===== src/rtl/msic_pkg.sv =====
package msic_pkg;

  typedef enum logic [1:0] {
    ST_IDLE = 2'd0,
    ST_SEED = 2'd1,
    ST_RUN  = 2'd2,
    ST_FIN  = 2'd3
  } tpg_state_t;

endpackage


===== src/rtl/msic_ctrl.sv =====
module msic_ctrl
  import msic_pkg::*;
#(
  parameter int LEN_W = 16,
  parameter int GROUP = 16
) (
  input  logic             clk,
  input  logic             rst_n,
  input  logic             start,
  input  logic [LEN_W-1:0] test_len,
  input  logic             rot_mode,
  output logic             init_en,
  output logic             seed_en,
  output logic             shift_en,
  output logic             vec_valid,
  output logic             done,
  output logic             mode_q
);

  localparam int STEP_W = (GROUP > 2) ? $clog2(GROUP) : 1;
  localparam logic [STEP_W-1:0] LAST_STEP = STEP_W'(GROUP - 1);

  tpg_state_t       state_q, state_n;
  logic [STEP_W-1:0] step_q, step_n;
  logic [LEN_W-1:0]  cnt_q, cnt_n;
  logic [LEN_W-1:0]  len_q, len_n;
  logic              mode_n;
  logic              last_vec;

  assign last_vec = (cnt_q == (len_q - 1'b1));

  always_comb begin
    state_n = state_q;
    step_n  = step_q;
    cnt_n   = cnt_q;
    len_n   = len_q;
    mode_n  = mode_q;
    if (start) begin
      mode_n  = rot_mode;
      len_n   = test_len;
      cnt_n   = '0;
      step_n  = '0;
      state_n = (test_len == '0) ? ST_FIN : ST_SEED;
    end else begin
      unique case (state_q)
        ST_SEED: begin
          state_n = ST_RUN;
          step_n  = '0;
        end
        ST_RUN: begin
          cnt_n  = cnt_q + 1'b1;
          step_n = step_q + 1'b1;
          if (last_vec) begin
            state_n = ST_FIN;
          end else if (step_q == LAST_STEP) begin
            state_n = ST_SEED;
          end
        end
        default: state_n = state_q;
      endcase
    end
  end

  always_ff @(posedge clk or negedge rst_n) begin
    if (!rst_n) begin
      state_q <= ST_IDLE;
      step_q  <= '0;
      cnt_q   <= '0;
      len_q   <= '0;
      mode_q  <= 1'b0;
    end else begin
      state_q <= state_n;
      step_q  <= step_n;
      cnt_q   <= cnt_n;
      len_q   <= len_n;
      mode_q  <= mode_n;
    end
  end

  assign init_en   = start;
  assign seed_en   = (state_q == ST_SEED) && !start;
  assign shift_en  = (state_q == ST_RUN) && !start;
  assign vec_valid = (state_q == ST_RUN) && !start;
  assign done      = (state_q == ST_FIN);

endmodule


===== src/rtl/msic_seed_lfsr.sv =====
module msic_seed_lfsr #(
  parameter int           W    = 8,
  parameter logic [W-1:0] INIT = 'h01,
  parameter logic [W-1:0] TAPS = 'hB8
) (
  input  logic         clk,
  input  logic         rst_n,
  input  logic         init_en,
  input  logic         step_en,
  output logic [W-1:0] seed
);

  logic [W-1:0] seed_n;
  logic         feedback;

  assign feedback = ^(seed & TAPS);

  always_comb begin
    seed_n = seed;
    if (init_en) begin
      seed_n = INIT;
    end else if (step_en) begin
      seed_n = {seed[W-2:0], feedback};
    end
  end

  always_ff @(posedge clk or negedge rst_n) begin
    if (!rst_n) begin
      seed <= INIT;
    end else begin
      seed <= seed_n;
    end
  end

endmodule


===== src/rtl/msic_shift_reg.sv =====
module msic_shift_reg #(
  parameter int           W    = 8,
  parameter logic [W-1:0] INIT = 'h0F
) (
  input  logic         clk,
  input  logic         rst_n,
  input  logic         init_en,
  input  logic         step_en,
  input  logic         rotate,
  output logic [W-1:0] ring
);

  logic [W-1:0] ring_n;
  logic         wrap_bit;

  assign wrap_bit = rotate ? ring[W-1] : ~ring[W-1];

  always_comb begin
    ring_n = ring;
    if (init_en) begin
      ring_n = INIT;
    end else if (step_en) begin
      ring_n = {ring[W-2:0], wrap_bit};
    end
  end

  always_ff @(posedge clk or negedge rst_n) begin
    if (!rst_n) begin
      ring <= INIT;
    end else begin
      ring <= ring_n;
    end
  end

endmodule


===== src/rtl/msic_scan_model.sv =====
module msic_scan_model #(
  parameter int W   = 8,
  parameter int LEN = 4
) (
  input  logic             clk,
  input  logic             rst_n,
  input  logic             clear,
  input  logic             shift_en,
  input  logic [W-1:0]     din,
  output logic [W*LEN-1:0] cells,
  output logic             loaded
);

  localparam int CNT_W = $clog2(LEN + 1);
  localparam logic [CNT_W-1:0] FULL = CNT_W'(LEN);

  logic [CNT_W-1:0] fill_q, fill_n;

  always_comb begin
    fill_n = fill_q;
    if (clear) begin
      fill_n = '0;
    end else if (shift_en && (fill_q != FULL)) begin
      fill_n = fill_q + 1'b1;
    end
  end

  always_ff @(posedge clk or negedge rst_n) begin
    if (!rst_n) begin
      fill_q <= '0;
    end else begin
      fill_q <= fill_n;
    end
  end

  assign loaded = (fill_q == FULL);

  for (genvar ch = 0; ch < W; ch++) begin : g_chain
    logic [LEN-1:0] chain_q, chain_n;

    always_comb begin
      chain_n = chain_q;
      if (clear) begin
        chain_n = '0;
      end else if (shift_en) begin
        if (LEN > 1) begin
          chain_n = {chain_q[LEN-2:0], din[ch]};
        end else begin
          chain_n = din[ch +: 1];
        end
      end
    end

    always_ff @(posedge clk or negedge rst_n) begin
      if (!rst_n) begin
        chain_q <= '0;
      end else begin
        chain_q <= chain_n;
      end
    end

    assign cells[ch*LEN +: LEN] = chain_q;
  end

endmodule


===== src/rtl/msic_tpg.sv =====
module msic_tpg #(
  parameter int           W         = 8,
  parameter int           CHAIN_LEN = 4,
  parameter int           LEN_W     = 16,
  parameter logic [W-1:0] SEED_INIT = 'h01,
  parameter logic [W-1:0] SEED_TAPS = 'hB8,
  parameter logic [W-1:0] RING_INIT = 'h0F
) (
  input  logic                   clk,
  input  logic                   rst_n,
  input  logic                   start,
  input  logic                   rot_mode,
  input  logic [LEN_W-1:0]       test_len,
  output logic [W-1:0]           vec,
  output logic                   vec_valid,
  output logic                   done,
  output logic [W*CHAIN_LEN-1:0] scan_cells,
  output logic                   chains_loaded
);

  localparam int GROUP = 2 * W;

  logic         init_en;
  logic         seed_en;
  logic         shift_en;
  logic         mode_q;
  logic [W-1:0] seed;
  logic [W-1:0] ring;

  msic_ctrl #(
    .LEN_W (LEN_W),
    .GROUP (GROUP)
  ) u_ctrl (
    .clk       (clk),
    .rst_n     (rst_n),
    .start     (start),
    .test_len  (test_len),
    .rot_mode  (rot_mode),
    .init_en   (init_en),
    .seed_en   (seed_en),
    .shift_en  (shift_en),
    .vec_valid (vec_valid),
    .done      (done),
    .mode_q    (mode_q)
  );

  msic_seed_lfsr #(
    .W    (W),
    .INIT (SEED_INIT),
    .TAPS (SEED_TAPS)
  ) u_seed (
    .clk     (clk),
    .rst_n   (rst_n),
    .init_en (init_en),
    .step_en (seed_en),
    .seed    (seed)
  );

  msic_shift_reg #(
    .W    (W),
    .INIT (RING_INIT)
  ) u_ring (
    .clk     (clk),
    .rst_n   (rst_n),
    .init_en (init_en),
    .step_en (shift_en),
    .rotate  (mode_q),
    .ring    (ring)
  );

  assign vec = ring ^ seed;

  msic_scan_model #(
    .W   (W),
    .LEN (CHAIN_LEN)
  ) u_scan (
    .clk      (clk),
    .rst_n    (rst_n),
    .clear    (init_en),
    .shift_en (vec_valid),
    .din      (vec),
    .cells    (scan_cells),
    .loaded   (chains_loaded)
  );

endmodule


===== config.mk =====
export PLATFORM = sky130hd
export DESIGN_NAME = msic_tpg
export DESIGN_NICKNAME = d
export VERILOG_FILES = /design/src/rtl/msic_pkg.sv /design/src/rtl/msic_ctrl.sv /design/src/rtl/msic_seed_lfsr.sv /design/src/rtl/msic_shift_reg.sv /design/src/rtl/msic_scan_model.sv /design/src/rtl/msic_tpg.sv
export SDC_FILE = /design/constraint.sdc
export NUM_CORES = 1
export LEC_CHECK = 0
export BUFFER_PORTS_ARGS = -buffer_cell sky130_fd_sc_hd__buf_4
export CORE_MARGIN = 2
export CORE_UTILIZATION = 62
export DETAILED_ROUTE_END_ITERATION = 7
export GPL_ROUTABILITY_DRIVEN = 0
export PLACE_DENSITY = 0.85
export SETUP_SLACK_MARGIN = 0.3
export SLEW_MARGIN = 25
export SYNTH_ARGS = -nofsm -noshare
export SYNTH_HDL_FRONTEND = slang
export SYNTH_SLANG_ARGS = --single-unit

===== constraint.sdc =====
create_clock -name clk -period 5.8 [get_ports clk]
set_clock_uncertainty 0.2 [all_clocks]
set_input_delay 1.45 -clock clk [delete_from_list [all_inputs] [get_ports clk]]
set_output_delay 1.45 -clock clk [all_outputs]
set_load 0.01 [all_outputs]

==> results of run 1 <==
-- final cells by class --
| class | instances | area share [%] |
|---|---|---|
| Clock buffer | 10 | 2.48 |
| Clock inverter | 6 | 1.46 |
| Inverter | 7 | 0.510 |
| Multi-Input combinational cell | 355 | 39.8 |
| Sequential cell | 90 | 43.8 |
| Tap cell | 96 | 2.33 |
| Timing Repair Buffer | 66 | 9.61 |
-- logic make-up (layout without fill, tap and decap cells) --
kind of cell	count (synthesis)	in the layout	share of synthesized area, %
xor gates and xnor gates	42	42	8.28
adders and majority gates	5	5	1.41
muxes	16	16	4.00
DFF	90	90	50.8
and+or+nand+nor	219	219	23.0
buffers and inverters	37	89	3.15
AOI/OAI and AO/OA	73	73	9.35
-- registers in the layout, indices dropped and copies added, names as in the netlist --
| name | flops |
|---|---|
| u_scan.g_chain.chain_q | 32 |
| u_ctrl.cnt_q | 16 |
| u_ctrl.len_q | 16 |
| u_ring.ring | 8 |
| u_seed.seed | 8 |
| u_ctrl.step_q | 4 |
| u_scan.fill_q | 3 |
| u_ctrl.state_q | 2 |
| u_ctrl.mode_q | 1 |
-- final timing paths --
path / from / to / slack [ns] / cells after the start
min reg2reg: u_ring.ring[2] / u_ring.ring[2] / 0.31 / 2
min in group asynchronous: rst_n / u_ctrl.len_q[9] / 0.83 / 1
max in group asynchronous: rst_n / u_ctrl.cnt_q[1] / 3.55 / 2
min: u_ring.ring[2] / u_ring.ring[2] / 0.31 / 2
max: start / vec_valid / 2.37 / 3
max reg2reg: u_ctrl.len_q[0] / u_ctrl.state_q[1] / 2.87 / 8
-- power breakdown --
group	switching [mW]	internal [mW]	total (mW)
Clock	0.233	0.206	0.439
Sequential	0.0337	0.656	0.690
Combinational	0.0981	0.0728	0.171
-- critical path: cells and delay by family --
family	cells	cell delay, ns
buf+inv	2	0.24
simple gates	1	0.10
-- placed cells by master (no fill, tap or decap), drive strengths merged, types with 2 or more instances in the layout --
cell type / instances
and2: 3
nand2: 94
mux2i: 2
buf: 66
nor4: 6
o21ai: 9
ha: 5
nor2: 48
a211oi: 2
a21oi: 47
nand2b: 4
o31ai: 3
or3: 7
dfrtp: 85
mux2: 14
nand4b: 2
clkinv: 2
xor2: 25
dfstp: 5
a22oi: 2
inv: 9
a211o: 2
clkbuf: 10
nor2b: 4
or2: 2
nand4: 7
and3: 5
or4: 3
nor3: 16
xnor2: 17
nand3: 7
nand3b: 5
or4b: 2
-- routing by layer --
| layer | global-route usage, % | share of wire, % | up-vias |
|---|---|---|---|
| met2 | 40.7 | 50 | 114 |
| met3 | 4.10 | 5.2 | 25 |
| met5 | 0 | 0 | - |
| met1 | 36.6 | 42 | 1742 |
| li1 | - | - | 1732 |
| met4 | 9.78 | 2.1 | 0 |
==> results.txt, run 1 <==
The flow ran to the end, and the final reports show no timing, DRC or antenna violations. The die covers 0.00786 mm². Summed over all layers, the routed wires come to 9490 µm. The pin count of the biggest net entering global routing was 97; the TritonCTS buffer count was 9. Sequential elements use 50.8% of the synthesized area.

Once placement finished, the instance area stood at 0.00495 mm². The via count of the first global-routing pass is 3,431, and the maximum buffer depth of the clock tree is 2. The per-instance average area after synthesis came out at 9.22 µm².

Setup repair after global routing left no endpoint under its margin. Counting stages on the worst path, the most repeated cell is buf_4. The final hold slack was 0.309 ns.

The run gives 15,900 µm as the wire length of the first global-routing pass. Share of the core filled with cells in the final layout: 75.0%. The post-route netlist has 19.5% of its cells at a drive strength greater than 1. Across the VDD grid, the largest voltage drop is 0.000182 V. In the routed design, unresolved DRC markers number 0. Of all cell types, the one taking the most synthesized area is dfrtp_1. The buffers inserted during post-CTS setup optimization is 0, and the area used by sequential logic in the layout is 0.00226 mm².

Summing all non-filler instances in the final layout gives an area of 0.00515 mm². The final number of max-transition violations is 0. The total of cells resized after clock tree synthesis is 0, and the site row count is 30.

Traced cell by cell, the critical path runs through buf_4 -> nor2_1 -> buf_4. Counting tap cells, the placed design contains a total of 614 instances. Sorting the synthesized cells by how often they occur yields nand2_1, dfrtp_1, nor2_1, a21oi_1, xor2_1. The floorplan step defined a core boundary enclosing 0.00687 mm². By area the synthesized netlist is led by dfrtp_1, nand2_1, a21oi_1. The global router's overall resource usage was 26.0%; the top fanout value on the critical path was 2. The share of Yosys cell area claimed by the top area cell type was 47.9%; the time the worst path needs with I/O delays and setup was 3.43 ns.

Based on the critical path, the design can be clocked at up to 0.291 GHz. The number of I/O port buffers was 62. The tools report the count of final hold-check violations as 0.

The critical path is of the in -> out type. In this run the remaining antenna-violating nets after routing total 0. The filler cells instantiated in the layout total 503. For this block, the via count after detailed routing is 3,613. The critical path data required time is 4.15 ns, and the combined area of the multi-input logic cells is 0.00205 mm². Synthesis instantiated 48 different standard cells from the library.

Cell leakage power: 2.29 nW. The slowest cell on the critical path was buf_4. STA classifies the critical path endpoint as a primary output. After layout, the worst setup slack is 2.37 ns.

The path class of the tightest hold or removal check is reg -> reg. In this run, the number of DRC markers left after iteration 0 of detailed routing was 240. At the later pin of the worst-skew pair, clock insertion delay measures 0.36 ns. For this run, the slowest stage of the critical path takes 0.13 ns. In this run the tightest slew margin relative to its limit is 35.6%. 0 antenna diodes ended up in the layout. The transition time at the pin with the least slew margin is 0.965 ns, and the net count reported at finish is 554. The height of the die was 88.7 µm. The post-layout instance count excluding filler cells was 630; the setup slack after placement was 2.37 ns.

Most instantiated library cell after synthesis: nand2_1. Relative to the synthesized area, the layout overhead comes to 16.0%. Dividing the detail-routed via count by the number of cells gives 5.73. The run gives 507 as the net count of the mapped netlist. The die is 88.7 µm wide. The global-route congestion overflow total is 0. Once the floorplan was initialized, standard cells occupied 64.7% of the core.

The run gives 0.00444 mm² as the post-synth design cell area. Summing internal, switching and leakage power gives 1.30 mW. Counting flops and latches in the post-synthesis netlist gives 90. Data on the critical path arrives at its endpoint at 1.78 ns. The initial antenna violation count is 0, and the first-pass detailed-route iteration total is 5. The number of clock sinks was 90. For this design the top-level I/O count stands at 63. The logs give 0 for the number of hold-repair buffers added at the cts stage and 3 for the count of H-tree levels built during CTS.

Summed over all nets, the half-perimeter wirelength after detailed placement is 6330 µm. Counting flops with a built-in enable in the synthesized netlist gives 0. The share of the clock period used by the worst path was 59.2%.

Of all flip-flops after synthesis, the portion carrying an async set or reset was 100%. Clock-pin slew was measured on the worst setup and hold paths at 0.10 ns. TritonCTS built the clock tree. For the max-capacitance violation count, the log shows 0.

Setup violations remaining at the end of the flow were counted as 0. The worst setup path is launched from an input port. The run gives 482 as the cell count after synthesis. In this run the power density over the cells is 252 mW/mm². The root buffer cell is clkbuf_8.

The detailed-route wire length per cell is 15.1 µm. Among all flip-flop cells after synthesis, the most frequent one is dfrtp_1. During synthesis, Yosys emitted a total of 0 warnings.

Sum of negative setup slack: 0 ns.
(Power assumes the default switching activity.)
==> inputs of run 2 (changes only) <==
--- a/config.mk
+++ b/config.mk
@@ -7,10 +7,10 @@
 export LEC_CHECK = 0
 export BUFFER_PORTS_ARGS = -buffer_cell sky130_fd_sc_hd__buf_4
 export CORE_MARGIN = 2
-export CORE_UTILIZATION = 62
+export CORE_UTILIZATION = 57
 export DETAILED_ROUTE_END_ITERATION = 7
 export GPL_ROUTABILITY_DRIVEN = 0
-export PLACE_DENSITY = 0.85
+export PLACE_DENSITY = 0.79
 export SETUP_SLACK_MARGIN = 0.3
 export SLEW_MARGIN = 25
 export SYNTH_ARGS = -nofsm -noshare
==> constraint.sdc (replaced) <==
create_clock -name clk -period 3.3 [get_ports clk]
set_clock_uncertainty 0.2 [all_clocks]
set_input_delay 0.825 -clock clk [delete_from_list [all_inputs] [get_ports clk]]
set_output_delay 0.825 -clock clk [all_outputs]
set_load 0.01 [all_outputs]
==> run 2 against run 1 <==
- cell count is 1.4% higher
- largest power group unchanged
- sequential power is 75% higher
- global-route usage is 1.4 points lower
- setup slack worse by 1.9 ns
- non-clock buffer count is 3 higher
- register-to-register slack worse by 2.4 ns
- core utilization is 7.0 points lower
- die area is 8.4% higher
- sequential cell count stayed put
- count of clock-buffer cells in the layout stayed put
- clock power is 81% higher
- sequential share of layout area is 0.40 points lower
- critical endpoint is now u_ctrl.state_q[0]
==> results.txt, run 2 (synthesis results as in run 1) <==
The flow ran to the end, and the final reports show no timing, DRC or antenna violations. Via count of the first global-routing pass: 3,588 (+4.6%). Area used by sequential logic in the layout: 0.00226 mm² (unchanged). The die area is 0.00852 mm² (+8.4%). The number of flip-flops in the largest register is 32 (unchanged). TritonCTS built the clock tree. Leaving out fill and tap cells, the most frequent cells in the layout are nand2_1, dfrtp_1, buf_4, nor2_1, a21oi_1.

The detailed-route wire length per cell came out at 15.4 µm (+2.3%). Traced cell by cell, the critical path runs through or4_1 -> or2_1 -> or4b_1 -> a22oi_1 -> nand4_1 -> a31oi_1. The sum of negative setup slack was 0 ns (unchanged); the ratio of cells with drive above 1 in the final layout was 20.3% (+0.82 points). For the first-pass detailed-route iteration total, the log shows 4 (-1). The data arrival time at the worst-slack endpoint is 2.88 ns (+1.10 ns). The share of the clock period used by the worst path is 84.7%.

The commonest non-fill, non-tap cell in the layout was nand2_1. The cell leakage power is 2.32 nW (+0.94%). For the count of final hold-check violations, the log shows 0 (unchanged). The number of top-level pins was 63 (unchanged); the headroom to the max-slew limit was 33.3% (-2.4 points). The global router's overall resource usage was 24.6% (-1.4 points). The worst setup path is of the reg -> reg kind. The routed design could run at a clock period as short as 2.79 ns. The logs give 97 (unchanged) for the pin count of the biggest net entering global routing and 3 (unchanged) for the count of H-tree levels built during CTS. The logs give 0 (unchanged) for the global-route congestion overflow total and 0 (unchanged) for the final number of max-transition violations.

The logs give 0 (unchanged) for the final number of setup-violating endpoints and 0.00765 mm² (+11%) for the core box area. The slowest stage of the critical path belongs to the cell or4_1. The later-pin clock latency in the skew report came out at 0.36 ns (about the same). The clock transition time at the flip-flop clock pins of the worst setup and hold paths was 0.09 ns (about the same); the number of vias after detailed routing was 3,615 (+0.055%). Worst supply voltage drop on vdd: 0.000242 V (+33%). The critical path data required time was 3.38 ns (-0.77 ns).

The via density per instance was 5.66 (-1.4%); the starting utilization of the core area was 58.1% (-6.6 points). The family with the most delay on the worst path is simple AND/OR/NAND/NOR gates. Top fanout value on the critical path: 7 (+5). The tools report the category of the worst setup path capture point as a flip-flop.

The power density over the cells is 445 mW/mm² (+76%). The remaining antenna violation count after routing is 0 (unchanged), and the number of clock sinks is 90 (unchanged). The number of buffer and inverter instances along the worst setup path came out at 0 (-2). The net count reported at finish is 557 (+0.54%), and the combined area of the multi-input logic cells is 0.00206 mm² (+0.49%). The TritonCTS buffer count is 9 (unchanged), and the height of the die is 92.3 µm (+4.1%).

The relative area change from synthesis to final layout was 17.1%. The max-capacitance violation count is 0 (unchanged). Setup repair after global routing left no endpoint under its margin. The path class of the tightest hold or removal check is in -> async.

The detailed-placement wirelength estimate is 6510 µm (+2.8%). The buffers inserted during post-CTS setup optimization is 0 (unchanged). The wire length of the first global-routing pass is 16,800 µm (+5.7%), and the number of I/O port buffers is 62 (unchanged). The tools report the number of DRC violations after detailed routing as 0 (unchanged).

The largest registers in the layout are u_scan.g_chain.chain_q: 32 flops, u_ctrl.cnt_q: 16 flops, u_ctrl.len_q: 16 flops. The register ranked first by flip-flop count is u_scan.g_chain.chain_q. The tools report the maximum buffer depth of the clock tree as 2 (unchanged).

For the antenna diode instance count, the log shows 0 (unchanged). For the site row count, the log shows 32 (+6.7%). The tools report the share of the core filled with cells in the final layout as 68.0% (-7.0 points). The initial antenna violation count was 0 (unchanged). The transition time at the pin with the least slew margin is 1.00 ns (+0.0357 ns). The run gives 608 (+21%) as the count of filler cells inserted in the layout. Root buffer cell: clkbuf_8. The tools report the startpoint type of the worst setup path as a flip-flop. The x dimension of the die is 92.3 µm (+4.1%). The final wirelength came out at 9850 µm (+3.8%). The maximum single-stage delay on the critical path was 0.67 ns (+0.54 ns); the achievable frequency was 0.358 GHz. The tools report the detailed router's first-iteration violation count as 281 (+17%).
run 2: changes by cell type in the layout (fill, tap and decap cells not counted):
cell      change
inv_8         -1
buf_4         +3
inv_6         +1
or4b_2        -1
clkbuf_8      +1
nor4_1        -1
nor4_2        +1
or4b_4        +1
clkbuf_1      -1
run 2: repair_timing:
| action | in CTS | in global routing |
|---|---|---|
| hold buffers | 0 | 0 |
| gates resized for setup | 0 | 2 |
| endpoints found under the setup margin | 0 | 1 |
run 2: layout make-up:
cell class	instances	share of cell area, %
Sequential cell	90	43.4
Multi-Input combinational cell	355	39.6
Timing Repair Buffer	69	9.96
Clock buffer	10	2.65
Tap cell	102	2.45
Clock inverter	6	1.39
Inverter	7	0.505
run 2: report_power, final:
part	leakage, nW	switching (mW)	internal [mW]
sequential	1.19	0.0607	1.15
clock	0.103	0.416	0.379
combinational	1.02	0.174	0.132
total	2.32	0.651	1.66
run 2: routing by layer:
| layer | up-vias | track usage, % | share of wire, % |
|---|---|---|---|
| met3 | 23 | 3.86 | 3.7 |
| met4 | 0 | 10.3 | 2.3 |
| li1 | 1733 | - | - |
| met1 | 1787 | 33.8 | 45 |
| met2 | 72 | 39.2 | 49 |
| met5 | - | 0 | 0 |
run 2: final timing paths:
path                                       from           endpoint  cells past startpoint  slack (ns)
worst min register to register   u_ring.ring[1]     u_ring.ring[1]                      2        0.31
worst max-delay path            u_ctrl.len_q[8]  u_ctrl.state_q[0]                      6        0.51
min in group clk                 u_ring.ring[1]     u_ring.ring[1]                      2        0.31
max in group asynchronous                 rst_n     u_ring.ring[2]                      2        1.91
worst min-delay path                      rst_n   u_ctrl.len_q[15]                      1        0.21
worst max register to register  u_ctrl.len_q[8]  u_ctrl.state_q[0]                      6        0.51
run 2: metrics by stage:
stage	hold WS (ns)	setup slack [ns]	cell area, µm²	cells	total power, mW
after floorplan	0.278	0.541	4440	482	1.41
after global placement	0.291	0.619	4980	623	1.53
after detailed placement	0.309	0.470	4980	623	1.54
after CTS	0.206	0.466	5190	639	2.33
after global routing	0.237	0.342	5200	639	2.42
final	0.211	0.506	5200	639	2.32
==> inputs of run 3 (changes only) <==
--- a/config.mk
+++ b/config.mk
@@ -5,6 +5,7 @@
 export SDC_FILE = /design/constraint.sdc
 export NUM_CORES = 1
 export LEC_CHECK = 0
+export ABC_AREA = 1
 export BUFFER_PORTS_ARGS = -buffer_cell sky130_fd_sc_hd__buf_4
 export CORE_MARGIN = 2
 export CORE_UTILIZATION = 57
==> constraint.sdc (replaced) <==
create_clock -name clk -period 2.9 [get_ports clk]
set_clock_uncertainty 0.2 [all_clocks]
set_input_delay 0.725 -clock clk [delete_from_list [all_inputs] [get_ports clk]]
set_output_delay 0.725 -clock clk [all_outputs]
set_load 0.01 [all_outputs]
==> run 3 against run 2 <==
- sequential share of layout area fell by 1.5 points
- synthesized area increased by 2.7%
- clock power is 24% higher
==> results.txt, run 3 <==
The total of cells resized after clock tree synthesis is 0 (unchanged), and the sum of negative setup slack is 0 ns (unchanged). For the count of final hold-check violations, the log shows 0 (unchanged). The final number of max-transition violations is 0 (unchanged). More flip-flops sit in one register than any other, and that register is u_scan.g_chain.chain_q.

The run gives 3,892 (+7.7%) as the number of vias after detailed routing. The critical path is of the reg -> reg type. Setup slack after placement: 0.587 ns (+0.117 ns).

The share of Yosys cell area claimed by the top area cell type came out at 46.6% (-1.2 points). The critical path starts at u_ctrl.len_q[0]. The buffers inserted during post-CTS setup optimization is 0 (unchanged), and the later-pin clock latency in the skew report is 0.35 ns (about the same). The run gives 10,400 µm (+5.9%) as the final wirelength. The count of H-tree levels built during CTS was 3 (unchanged). The tools report the root buffer cell as clkbuf_8. The run finished with clean final reports.

The tools report the die area as 0.00873 mm² (+2.6%). Summed over all instances, the cell type with the most area after synthesis is dfrtp_1. The relative area change from synthesis to final layout is 18.2%, and the worst supply voltage drop on vdd is 0.000431 V (+78%). The headroom to the max-slew limit was 62.0% (+29 points); the antenna diode instance count was 0 (unchanged). The count of cells along the worst register-to-register path was 15 (+9). The logs give 7450 µm (+14%) for the detailed-placement wirelength estimate and 50 (-48%) for the pin count of the biggest net entering global routing.

Sorting the synthesized cells by area gives the leading types as dfrtp_1, nand2_1, inv_1. The net count reported at finish is 658 (+18%), and the time the worst path needs with I/O delays and setup is 2.36 ns (-0.429 ns). The run gives 49.5% (-1.3 points) as the sequential area share after synthesis.

The largest registers in the layout are u_scan.g_chain.chain_q: 32 flops, u_ctrl.cnt_q: 16 flops, u_ctrl.len_q: 16 flops. The critical path data required time was 2.96 ns (-0.42 ns). In this run the critical register-to-register path is captured at u_ctrl.state_q[1]. After synthesis, the largest family of logic cells by area is simple AND/OR/NAND/NOR gates. The first-pass detailed-route iteration total came out at 8 (+4).

The number of I/O port buffers came out at 62 (unchanged). The simple-gate portion of the synthesized area was 24.2% (+1.2 points); the maximum buffer depth of the clock tree was 2 (unchanged). The starting utilization of the core area is 59.0% (+0.94 points), and the detailed router's first-iteration violation count is 277 (-1.4%).

The number of clock sinks is 90 (unchanged), and the global router's overall resource usage is 25.6% (+1.0 points). The post-synthesis xor/xnor area fraction is 4.61% (-3.7 points). Category of the worst setup path capture point: a flip-flop. The initial antenna violation count was 0 (unchanged); the cell leakage power was 2.74 nW (+18%). The per-instance average area after synthesis came out at 8.02 µm² (-13%). The run gives 0 (unchanged) as the remaining antenna violation count after routing. In the layout the commonest cells are nand2_1, inv_1, dfrtp_1, buf_4, nor2_1.

The max-capacitance violation count was 0 (unchanged); the cell count after synthesis was 569 (+18%). The wire length of the first global-routing pass was 17,700 µm (+5.4%). The setup slack of the critical path after layout is 0.535 ns (+0.0287 ns). TritonCTS built the clock tree. The flip-flop and latch count after synthesis was 90 (unchanged).

The core box area was 0.00773 mm² (+1.0%). The maximum single-stage delay on the critical path was 0.39 ns (-0.28 ns). In this design, the critical path's most frequently occurring cell is nand2_1. The via density per instance came out at 5.26 (-7.0%). By count the netlist is led by nand2_1, inv_1, dfrtp_1, nor2_1.

For the setup slack of the worst register-to-register path, the log shows 0.54 ns (+0.03 ns). The min-delay analysis places its worst path in the category in -> async. The power density over the cells came out at 605 mW/mm² (+36%).

The cell area after layout was 0.00539 mm² (+3.6%). The async set or reset register ratio after synthesis was 100% (unchanged); the count of filler cells inserted in the layout was 605 (-0.49%). The number of hold-repair buffers added at the cts stage was 0 (unchanged); the count of distinct cell types in the synthesized netlist was 33 (-31%). The largest individual stage delay along the critical path comes from the cell dfrtp_1. Area used by sequential logic in the layout: 0.00226 mm² (unchanged).

Commonest non-fill, non-tap cell in the layout: nand2_1. The tools report the count of yosys warnings during synthesis as 0 (unchanged). The x dimension of the die was 93.5 µm (+1.3%).

The achievable frequency is 0.423 GHz (+18%). The adder-cell share of the synthesized area works out to 1.37% (-0.037 points). The clock transition time at the flip-flop clock pins of the worst setup and hold paths was 0.09 ns (about the same). The share of the clock period used by the worst path was 81.5% (-3.1 points); the ratio of cells with drive above 1 in the final layout was 17.4% (-2.9 points). The placed standard-cell area is 0.00516 mm² (+3.5%), and the TritonCTS buffer count is 9 (unchanged).

The site row count came out at 32 (unchanged). The tools report the combined area of the multi-input logic cells as 0.00189 mm² (-8.3%). Setup repair after global routing left no endpoint under its margin.

The endpoint of the most critical setup path is u_ctrl.state_q[1]. The via count of the first global-routing pass is 3,802 (+6.0%), and the top fanout value on the critical path is 6 (-1). The dominant register cell in the synthesized netlist is dfrtp_1. The post-synth design cell area is 0.00456 mm² (+2.7%), and the data arrival time at the worst-slack endpoint is 2.42 ns (-0.46 ns).

The number of enable-type register cells in the synthesized netlist is 0 (unchanged). The number of DRC violations after detailed routing came out at 0 (unchanged). The complex-gate fraction of the synthesized area was 11.3% (+2.0 points). The global-route congestion overflow total was 0 (unchanged); the share of synthesized area spent on multiplexers was 0% (-4.0 points). The number of top-level pins was 63 (unchanged).

The critical register-to-register path startpoint was u_ctrl.len_q[0]. The net count of the mapped netlist was 594 (+17%). Height of the die: 93.5 µm (+1.3%). The transition time at the pin with the least slew margin came out at 0.569 ns (-0.432 ns). STA classifies the critical path startpoint as a flip-flop.

The detailed-route wire length per cell works out to 14.1 µm (-8.6%). Most instantiated library cell after synthesis: nand2_1. Walking the worst path, the cells encountered are inv_1 -> ha_1 -> nand2_4 -> nor2_4 -> nand2_1 -> nand2_1 -> nand2_1 -> nor2_1 -> nand2_1 -> nor2_1 -> nand2_1 -> nand3_2 -> nand2_2 -> nand2_1 -> nand2_1. The final number of setup-violating endpoints came out at 0 (unchanged).

The number of flip-flops in the largest register is 32 (unchanged).
run 3: changes by cell type after synthesis, moves of 15 or more:
cell	delta
inv_1	+82
o22ai_1	+34
a21oi_1	-36
o21ai_0	+25
nand2_1	+54
xor2_1	-15
nand3_1	+15
run 3: final cells by class:
class	instances	share of cell area, %
Tap cell	102	2.37
Clock inverter	6	1.76
Multi-Input combinational cell	370	35.1
Sequential cell	90	41.9
Inverter	93	6.48
Clock buffer	10	2.55
Timing Repair Buffer	69	9.84
run 3: kinds of logic after synthesis:
| group | count (synthesis) |
|---|---|
| AO/OA/AOI/OAI | 90 |
| XOR/XNOR | 24 |
| adder cells (fa/ha/maj) | 5 |
| buffers and inverters | 109 |
| flip-flops | 90 |
| AND/OR/NAND/NOR | 251 |
run 3: per-layer routing:
layer  global-route usage [%]  vias up  part of all wire, %
li1                         -     1939                    -
met1                     34.4     1855                   45
met2                     43.2       84                   50
met3                     3.95       14                  4.0
met4                     7.60        0                  1.3
met5                        0        -                    0
run 3: critical path: cells and delay by family (launching register included):
family        cells  cell delay [ns]
buf+inv           1             0.17
fa+ha+maj         1             0.36
simple gates     13             1.14
flops             1             0.39
run 3: report_power, final:
part           switching (mW)  internal, mW  leakage, nW
Clock                   0.466         0.518        0.111
Combinational           0.487         0.306         1.43
Sequential              0.111          1.37         1.20
run 3: how the worst min path moves through the flow:
stage | start | to | slack (ns)
2_1_floorplan | rst_n | u_ctrl.cnt_q[0] | 0.23
3_3_place_gp | u_ctrl.cnt_q[15] | u_ctrl.cnt_q[15] | 0.27
3_5_place_dp | u_scan.g_chain[5].chain_q[3] | u_scan.g_chain[5].chain_q[3] | 0.28
4_1_cts | rst_n | u_ctrl.len_q[14] | 0.17
5_1_grt | rst_n | u_ctrl.cnt_q[15] | 0.18
6_report | rst_n | u_ctrl.len_q[14] | 0.15
run 3: through the flow:
| step | total power [mW] | cells | hold WS [ns] | utilization [%] |
|---|---|---|---|---|
| floorplan | 1.99 | 569 | 0.229 | - |
| global placement | 2.27 | 724 | 0.270 | 66.7 |
| detailed placement | 2.30 | 724 | 0.277 | 66.7 |
| CTS | 3.28 | 740 | 0.171 | 69.8 |
| global route | 3.43 | 740 | 0.184 | 69.8 |
| finish | 3.26 | 740 | 0.152 | 69.8 |
